File: src/rtl/io_port_pkg.sv
package io_port_pkg;

    localparam logic [1:0] SRC_DOUT  = 2'd0;
    localparam logic [1:0] SRC_MCELL = 2'd1;
    localparam logic [1:0] SRC_CSEL  = 2'd2;

    localparam logic [1:0] CAP_BYPASS = 2'd0;
    localparam logic [1:0] CAP_LATCH  = 2'd1;
    localparam logic [1:0] CAP_REG    = 2'd2;

    localparam logic [2:0] ADDR_DOUT  = 3'd0;
    localparam logic [2:0] ADDR_DIR   = 3'd1;
    localparam logic [2:0] ADDR_DRIVE = 3'd2;
    localparam logic [2:0] ADDR_PIN   = 3'd3;
    localparam logic [2:0] ADDR_MCELL = 3'd4;
    localparam logic [2:0] ADDR_CAP   = 3'd5;

    typedef enum logic {
        PT_LOW  = 1'b0,
        PT_HIGH = 1'b1
    } pt_state_e;

endpackage

File: src/rtl/io_host_regs.sv
module io_host_regs
    import io_port_pkg::*;
#(
    parameter int WIDTH = 8
) (
    input  logic             clk,
    input  logic             rst_n,
    input  logic             wr_en,
    input  logic [2:0]       addr,
    input  logic [WIDTH-1:0] wdata,
    input  logic [WIDTH-1:0] pin_lvl,
    input  logic [WIDTH-1:0] mcell_lvl,
    input  logic [WIDTH-1:0] cap_lvl,
    output logic [WIDTH-1:0] dout_q,
    output logic [WIDTH-1:0] dir_q,
    output logic [WIDTH-1:0] drive_q,
    output logic [WIDTH-1:0] rdata
);

    always_ff @(posedge clk) begin
        if (!rst_n) begin
            dout_q  <= '0;
            dir_q   <= '0;
            drive_q <= '0;
        end else if (wr_en) begin
            unique case (addr)
                ADDR_DOUT:  dout_q  <= wdata;
                ADDR_DIR:   dir_q   <= wdata;
                ADDR_DRIVE: drive_q <= wdata;
                default: ;
            endcase
        end
    end

    always_comb begin
        unique case (addr)
            ADDR_DOUT:  rdata = dout_q;
            ADDR_DIR:   rdata = dir_q;
            ADDR_DRIVE: rdata = drive_q;
            ADDR_PIN:   rdata = pin_lvl;
            ADDR_MCELL: rdata = mcell_lvl;
            ADDR_CAP:   rdata = cap_lvl;
            default:    rdata = '0;
        endcase
    end

    // a data-out write lands on the edge
    a_r2_dout_write: assert property (@(posedge clk) disable iff (!rst_n)
        (wr_en && addr == ADDR_DOUT) |=> (dout_q == $past(wdata)));

    // writes outside the register addresses leave all registers alone
    a_r2_bad_addr_ignored: assert property (@(posedge clk) disable iff (!rst_n)
        (wr_en && addr > ADDR_DRIVE) |=> ($stable(dout_q) && $stable(dir_q) && $stable(drive_q)));

endmodule

File: src/rtl/io_out_stage.sv
module io_out_stage
    import io_port_pkg::*;
#(
    parameter int WIDTH  = 8,
    parameter bit CS_EN  = 1'b1,
    parameter int NUM_CS = 8
) (
    input  logic [2*WIDTH-1:0] cfg_src,
    input  logic [WIDTH-1:0]   dout_q,
    input  logic [WIDTH-1:0]   dir_q,
    input  logic [WIDTH-1:0]   mcell_in,
    input  logic [WIDTH-1:0]   pt_oe,
    input  logic [NUM_CS-1:0]  cs_in,
    output logic [WIDTH-1:0]   pin_out,
    output logic [WIDTH-1:0]   pin_oe
);

    for (genvar i = 0; i < WIDTH; i++) begin : g_pin
        localparam int CSI = i % NUM_CS;
        logic [1:0] code;
        logic       cs_bit;

        assign code = cfg_src[2*i +: 2];

        if (CS_EN) begin : g_cs
            assign cs_bit = cs_in[CSI];
        end else begin : g_no_cs
            assign cs_bit = dout_q[i];
        end

        always_comb begin
            unique case (code)
                SRC_MCELL: pin_out[i] = mcell_in[i];
                SRC_CSEL:  pin_out[i] = cs_bit;
                default:   pin_out[i] = dout_q[i];
            endcase
        end

        assign pin_oe[i] = pt_oe[i] | dir_q[i];
    end

    if (!CS_EN) begin : g_cs_unused
        logic cs_unused;
        assign cs_unused = ^cs_in;
    end

endmodule

File: src/rtl/io_capture_cell.sv
module io_capture_cell
    import io_port_pkg::*;
(
    input  logic       clk,
    input  logic       rst_n,
    input  logic [1:0] mode,
    input  logic       pt_cap,
    input  logic       pin_in,
    output logic       cap_out
);

    pt_state_e state_q, state_d;
    logic      held_q;
    logic      take;

    // state register
    always_ff @(posedge clk) begin
        if (!rst_n) state_q <= PT_LOW;
        else        state_q <= state_d;
    end

    // next state: follows the sampled product-term level
    always_comb begin
        unique case (state_q)
            PT_LOW:  state_d = pt_cap ? PT_HIGH : PT_LOW;
            PT_HIGH: state_d = pt_cap ? PT_HIGH : PT_LOW;
            default: state_d = PT_LOW;
        endcase
    end

    always_comb begin
        unique case (mode)
            CAP_REG:   take = pt_cap && (state_q == PT_LOW);
            CAP_LATCH: take = pt_cap;
            default:   take = 1'b0;
        endcase
    end

    always_ff @(posedge clk) begin
        if (!rst_n)    held_q <= 1'b0;
        else if (take) held_q <= pin_in;
    end

    // outputs
    always_comb begin
        unique case (mode)
            CAP_LATCH: cap_out = pt_cap ? pin_in : held_q;
            CAP_REG:   cap_out = held_q;
            default:   cap_out = pin_in;
        endcase
    end

    // rising product term captures the pin
    a_r9_reg_capture: assert property (@(posedge clk) disable iff (!rst_n)
        (mode == CAP_REG && state_q == PT_LOW && pt_cap) |=> (held_q == $past(pin_in)));

    // no capture while the term stays high
    a_r9_reg_hold: assert property (@(posedge clk) disable iff (!rst_n)
        (mode == CAP_REG && state_q == PT_HIGH) |=> $stable(held_q));

    // latch is closed while the term is low
    a_r8_latch_hold: assert property (@(posedge clk) disable iff (!rst_n)
        (mode == CAP_LATCH && !pt_cap) |=> $stable(held_q));

endmodule

File: src/rtl/cfg_io_port.sv
module cfg_io_port
    import io_port_pkg::*;
#(
    parameter int WIDTH  = 8,
    parameter bit CS_EN  = 1'b1,
    parameter int NUM_CS = 8
) (
    input  logic                 clk,
    input  logic                 rst_n,
    input  logic                 host_wr,
    input  logic [2:0]           host_addr,
    input  logic [WIDTH-1:0]     host_wdata,
    output logic [WIDTH-1:0]     host_rdata,
    input  logic [2*WIDTH-1:0]   cfg_src,
    input  logic [2*WIDTH-1:0]   cfg_cap,
    input  logic [WIDTH-1:0]     mcell_out,
    input  logic [WIDTH-1:0]     pt_oe,
    input  logic [WIDTH-1:0]     pt_cap,
    input  logic [NUM_CS-1:0]    cs_in,
    input  logic [WIDTH-1:0]     pin_in,
    output logic [WIDTH-1:0]     pin_out,
    output logic [WIDTH-1:0]     pin_oe,
    output logic [WIDTH-1:0]     cap_out
);

    logic [WIDTH-1:0] dout_q;
    logic [WIDTH-1:0] dir_q;
    logic [WIDTH-1:0] drive_q;

    io_host_regs #(.WIDTH(WIDTH)) u_regs (
        .clk      (clk),
        .rst_n    (rst_n),
        .wr_en    (host_wr),
        .addr     (host_addr),
        .wdata    (host_wdata),
        .pin_lvl  (pin_in),
        .mcell_lvl(mcell_out),
        .cap_lvl  (cap_out),
        .dout_q   (dout_q),
        .dir_q    (dir_q),
        .drive_q  (drive_q),
        .rdata    (host_rdata)
    );

    io_out_stage #(.WIDTH(WIDTH), .CS_EN(CS_EN), .NUM_CS(NUM_CS)) u_out (
        .cfg_src (cfg_src),
        .dout_q  (dout_q),
        .dir_q   (dir_q),
        .mcell_in(mcell_out),
        .pt_oe   (pt_oe),
        .cs_in   (cs_in),
        .pin_out (pin_out),
        .pin_oe  (pin_oe)
    );

    for (genvar i = 0; i < WIDTH; i++) begin : g_cap
        io_capture_cell u_cell (
            .clk    (clk),
            .rst_n  (rst_n),
            .mode   (cfg_cap[2*i +: 2]),
            .pt_cap (pt_cap[i]),
            .pin_in (pin_in[i]),
            .cap_out(cap_out[i])
        );

        // without an array enable, the direction bit owns the driver
        a_r6_dir_alone: assert property (@(posedge clk) disable iff (!rst_n)
            !pt_oe[i] |-> (pin_oe[i] == dir_q[i]));

        // an array enable always turns the driver on
        a_r6_pt_enables: assert property (@(posedge clk) disable iff (!rst_n)
            pt_oe[i] |-> pin_oe[i]);
    end

endmodule

File: config.mk
export PLATFORM = sky130hd
export DESIGN_NAME = cfg_io_port
export DESIGN_NICKNAME = d
export VERILOG_FILES = /design/src/rtl/io_port_pkg.sv /design/src/rtl/io_host_regs.sv /design/src/rtl/io_out_stage.sv /design/src/rtl/io_capture_cell.sv /design/src/rtl/cfg_io_port.sv
export SDC_FILE = /design/constraint.sdc
export NUM_CORES = 1
export LEC_CHECK = 0
export BUFFER_PORTS_ARGS = -buffer_cell sky130_fd_sc_hd__buf_2
export CAP_MARGIN = 10
export CORE_ASPECT_RATIO = 0.6
export CORE_MARGIN = 5
export CORE_UTILIZATION = 50
export DETAILED_ROUTE_END_ITERATION = 12
export PLACE_DENSITY = 0.82
export SYNTH_ARGS = -nofsm -noshare
export SYNTH_HDL_FRONTEND = slang
export SYNTH_HIERARCHICAL = 1
export SYNTH_SLANG_ARGS = --single-unit
File: constraint.sdc
create_clock -name clk -period 2.05 [get_ports clk]
set_clock_uncertainty 0.2 [all_clocks]
set_input_delay 0.41 -clock clk [delete_from_list [all_inputs] [get_ports clk]]
set_output_delay 0.41 -clock clk [all_outputs]
set_load 0.02 [all_outputs]
==> impl_metrics.env <==
export IMPL_ir_drop_v=0.000396
export IMPL_rsz0062_at_grt="true"
export IMPL_worstSetupPathType="primary input to output pin"
export IMPL_period_minus_slack_ns=2.22
export IMPL_grt_max_degree=49
export IMPL_cts_max_path_buffers=2
export IMPL_setup_viol=6
export IMPL_coreArea_um2=6000
export IMPL_root_buffer="clkbuf_8"
export IMPL_hold_depth=2
export IMPL_syn_area_um2=3030
export IMPL_reg2reg_to="g_cap[6].u_cell/held_q"
export IMPL_io_buffers=117
export IMPL_dp_cells=571
export IMPL_synthDistinctLibCells=30
export IMPL_worstMarginPinSlew_ns=0.558
export IMPL_final_cell_mix="92 x buf_2, 43 x nand2_1, 40 x inv_1"
export IMPL_routedWlPerCell_um=15.4
export IMPL_dieArea_um2=7760
export IMPL_clk_pin_slew_ns=0.09
export IMPL_min_to="g_cap[1].u_cell/state_q"
export IMPL_critPathLaunchType="primary input"
export IMPL_r2r_start="g_cap[6].u_cell/state_q"
export IMPL_layoutNonFillerInstCount=589
export IMPL_status="complete, but fails checks"
export IMPL_r2r_slack_ns=1.09
export IMPL_synth_nets=477
export IMPL_synth_enable_flop_cells=0
export IMPL_drv_cap=0
export IMPL_fin_hold_ws_ns=0.170
export IMPL_place_gp_congestion=0.793
export IMPL_overflow=0
export IMPL_grt_pass1_wl_um=14600
export IMPL_violations="negative setup slack"
export IMPL_insertion_delay_ns=0.29
export IMPL_leakage_nw=2.17
export IMPL_period_share=1.08
export IMPL_grt_pass1_vias=3113
export IMPL_ys_seq_elements=40
export IMPL_nNetsFinal=622
export IMPL_drtIter0Drc=122
export IMPL_n_antenna_cell=0
export IMPL_cts_made_buffers=5
export IMPL_maxSlewViolCount=0
export IMPL_powerDensity_nw_per_um2=470
export IMPL_ys_seq_area_frac=0.264
export IMPL_tritoncts="built"
export IMPL_postLayoutCellArea_um2=4810
export IMPL_endpoint_kind="output pin"
export IMPL_reg2reg_depth=3
export IMPL_netlist_instances=359
export IMPL_drc=0
export IMPL_routed_wl_um=9080
export IMPL_num_io_pins=118
export IMPL_slowest_stage="o32ai_4"
export IMPL_worstPathArrival_ns=1.61
export IMPL_drive_gt1_frac=0.489
export IMPL_worstPathCellList="buf_8 -> inv_4 -> ha_4 -> o32ai_4 -> mux2i_1 -> o221ai_2 -> buf_4"
export IMPL_setup_slack_ns=-0.166
export IMPL_antenna_found_initial=0
export IMPL_fp_row_count=22
export IMPL_synthFlopType="dfxtp_1"
export IMPL_worstPathRequired_ns=1.44
export IMPL_fin_tns_setup_ns=-0.326
export IMPL_dr_total_vias=3024
export IMPL_ys_warnings_count=6
export IMPL_hold_viol=0
export IMPL_die_h_um=70.3
export IMPL_cp_top_family="compound AO/OA/AOI/OAI gates"
export IMPL_detailed_place_area_um2=4130
export IMPL_cts_sinks=40
export IMPL_final_common_cell="buf_2"
export IMPL_slowest_delay_ns=0.30
export IMPL_critPathBufInv=3
export IMPL_ant_nets=0
export IMPL_dp_slack_ns=-0.234
export IMPL_max_freq_mhz=451
export IMPL_final_fill_count=401
export IMPL_via_per_inst=5.13
export IMPL_async_reset_ff_frac=0
export IMPL_initial_core_util=0.505
export IMPL_area_delta_synth_final_pct=58.9
export IMPL_min_path_type="primary input to flip-flop"
export IMPL_die_w_um=110
export IMPL_crit_fanout=3
export IMPL_htreeDepth=2
export IMPL_slew_headroom=0.626
export IMPL_drt_pass1_iter_count=4
export IMPL_synth_area_per_cell_um2=8.43
export IMPL_track_usage=0.226
export IMPL_holdCritStartpoint="pt_cap[1]"
export IMPL_hpwl_um=6700
[layout make-up]
| type | instances | area, µm² | area share |
|---|---|---|---|
| multi-input combinational | 251 | 2530 | 0.527 |
| inverter | 57 | 248 | 0.0515 |
| tap | 84 | 105 | 0.0218 |
| clock inverter | 2 | 35.0 | 0.00728 |
| sequential | 40 | 803 | 0.167 |
| timing repair buffer | 149 | 1010 | 0.211 |
| clock buffer | 6 | 72.6 | 0.0151 |
[flip-flops by register name, summed over array words and instances (netlist names)]
signal	flops
u_regs/drive_q	8
u_regs/dir_q	8
g_cap.u_cell/held_q	8
g_cap.u_cell/state_q	8
u_regs/dout_q	8
[cells by family after synthesis]
kind of cell | share of synthesized area
AO/OA/AOI/OAI | 0.156
adder cells (fa/ha/maj) | 0.132
buffers and inverters | 0.0988
flip-flops | 0.264
multiplexers | 0.148
AND/OR/NAND/NOR | 0.200
[cells in the mapped netlist, types with 8 or more instances]
| cell type | instances | area, µm² |
|---|---|---|
| ha_1 | 32 | 400 |
| inv_1 | 57 | 214 |
| a21oi_1 | 18 | 90.1 |
| a21boi_1 | 8 | 60.1 |
| and2_1 | 8 | 50.1 |
| nor2b_1 | 25 | 156 |
| mux2i_1 | 38 | 380 |
| o32ai_1 | 8 | 70.1 |
| or2_1 | 8 | 50.1 |
| o21ai_2 | 8 | 70.1 |
| o21ai_1 | 8 | 40.0 |
| dfxtp_1 | 40 | 801 |
| and2b_1 | 8 | 60.1 |
| a22oi_1 | 8 | 60.1 |
| nand2_1 | 45 | 169 |
[power by group]
part | switching, W | internal, W
Combinational | 0.000406 | 0.000401
Clock | 0.000277 | 0.000362
Sequential | 0.0000134 | 0.000801
Total | 0.000696 | 0.00156
[per-stage QoR]
stage	utilization	total power (W)
after global routing	0.802	0.00238
final	0.802	0.00226
after CTS	0.775	0.00223
after global placement	0.689	0.00146
after detailed placement	0.689	0.00148
after floorplan	-	0.00124
[routing by layer]
metal | global-route usage | part of all wire
met1 | 0.284 | 0.44
met2 | 0.403 | 0.49
met3 | 0.0502 | 0.059
met4 | 0.0383 | 0.011
met5 | 0 | 0
[repair_timing]
action | 4_1_cts | 5_1_grt
setup endpoints to repair | 8 | 9
resized for setup | 89 | 33
pin swaps | 27 | 22
setup buffers | 5 | 5
hold buffers | 0 | 0
[worst max path at each step]
stage                       startpoint  cells past startpoint  slack (ns)             to
after floorplan             cfg_cap[1]                      6       -0.03  host_rdata[0]
after global placement    host_addr[0]                      6       -0.21  host_rdata[6]
after detailed placement    cfg_cap[0]                      8       -0.23  host_rdata[0]
after CTS                   cfg_cap[1]                      8       -0.12  host_rdata[0]
after global routing        cfg_cap[0]                      7       -0.21  host_rdata[0]
final                       cfg_cap[0]                      7       -0.17  host_rdata[0]
(Power assumes the default switching activity.)
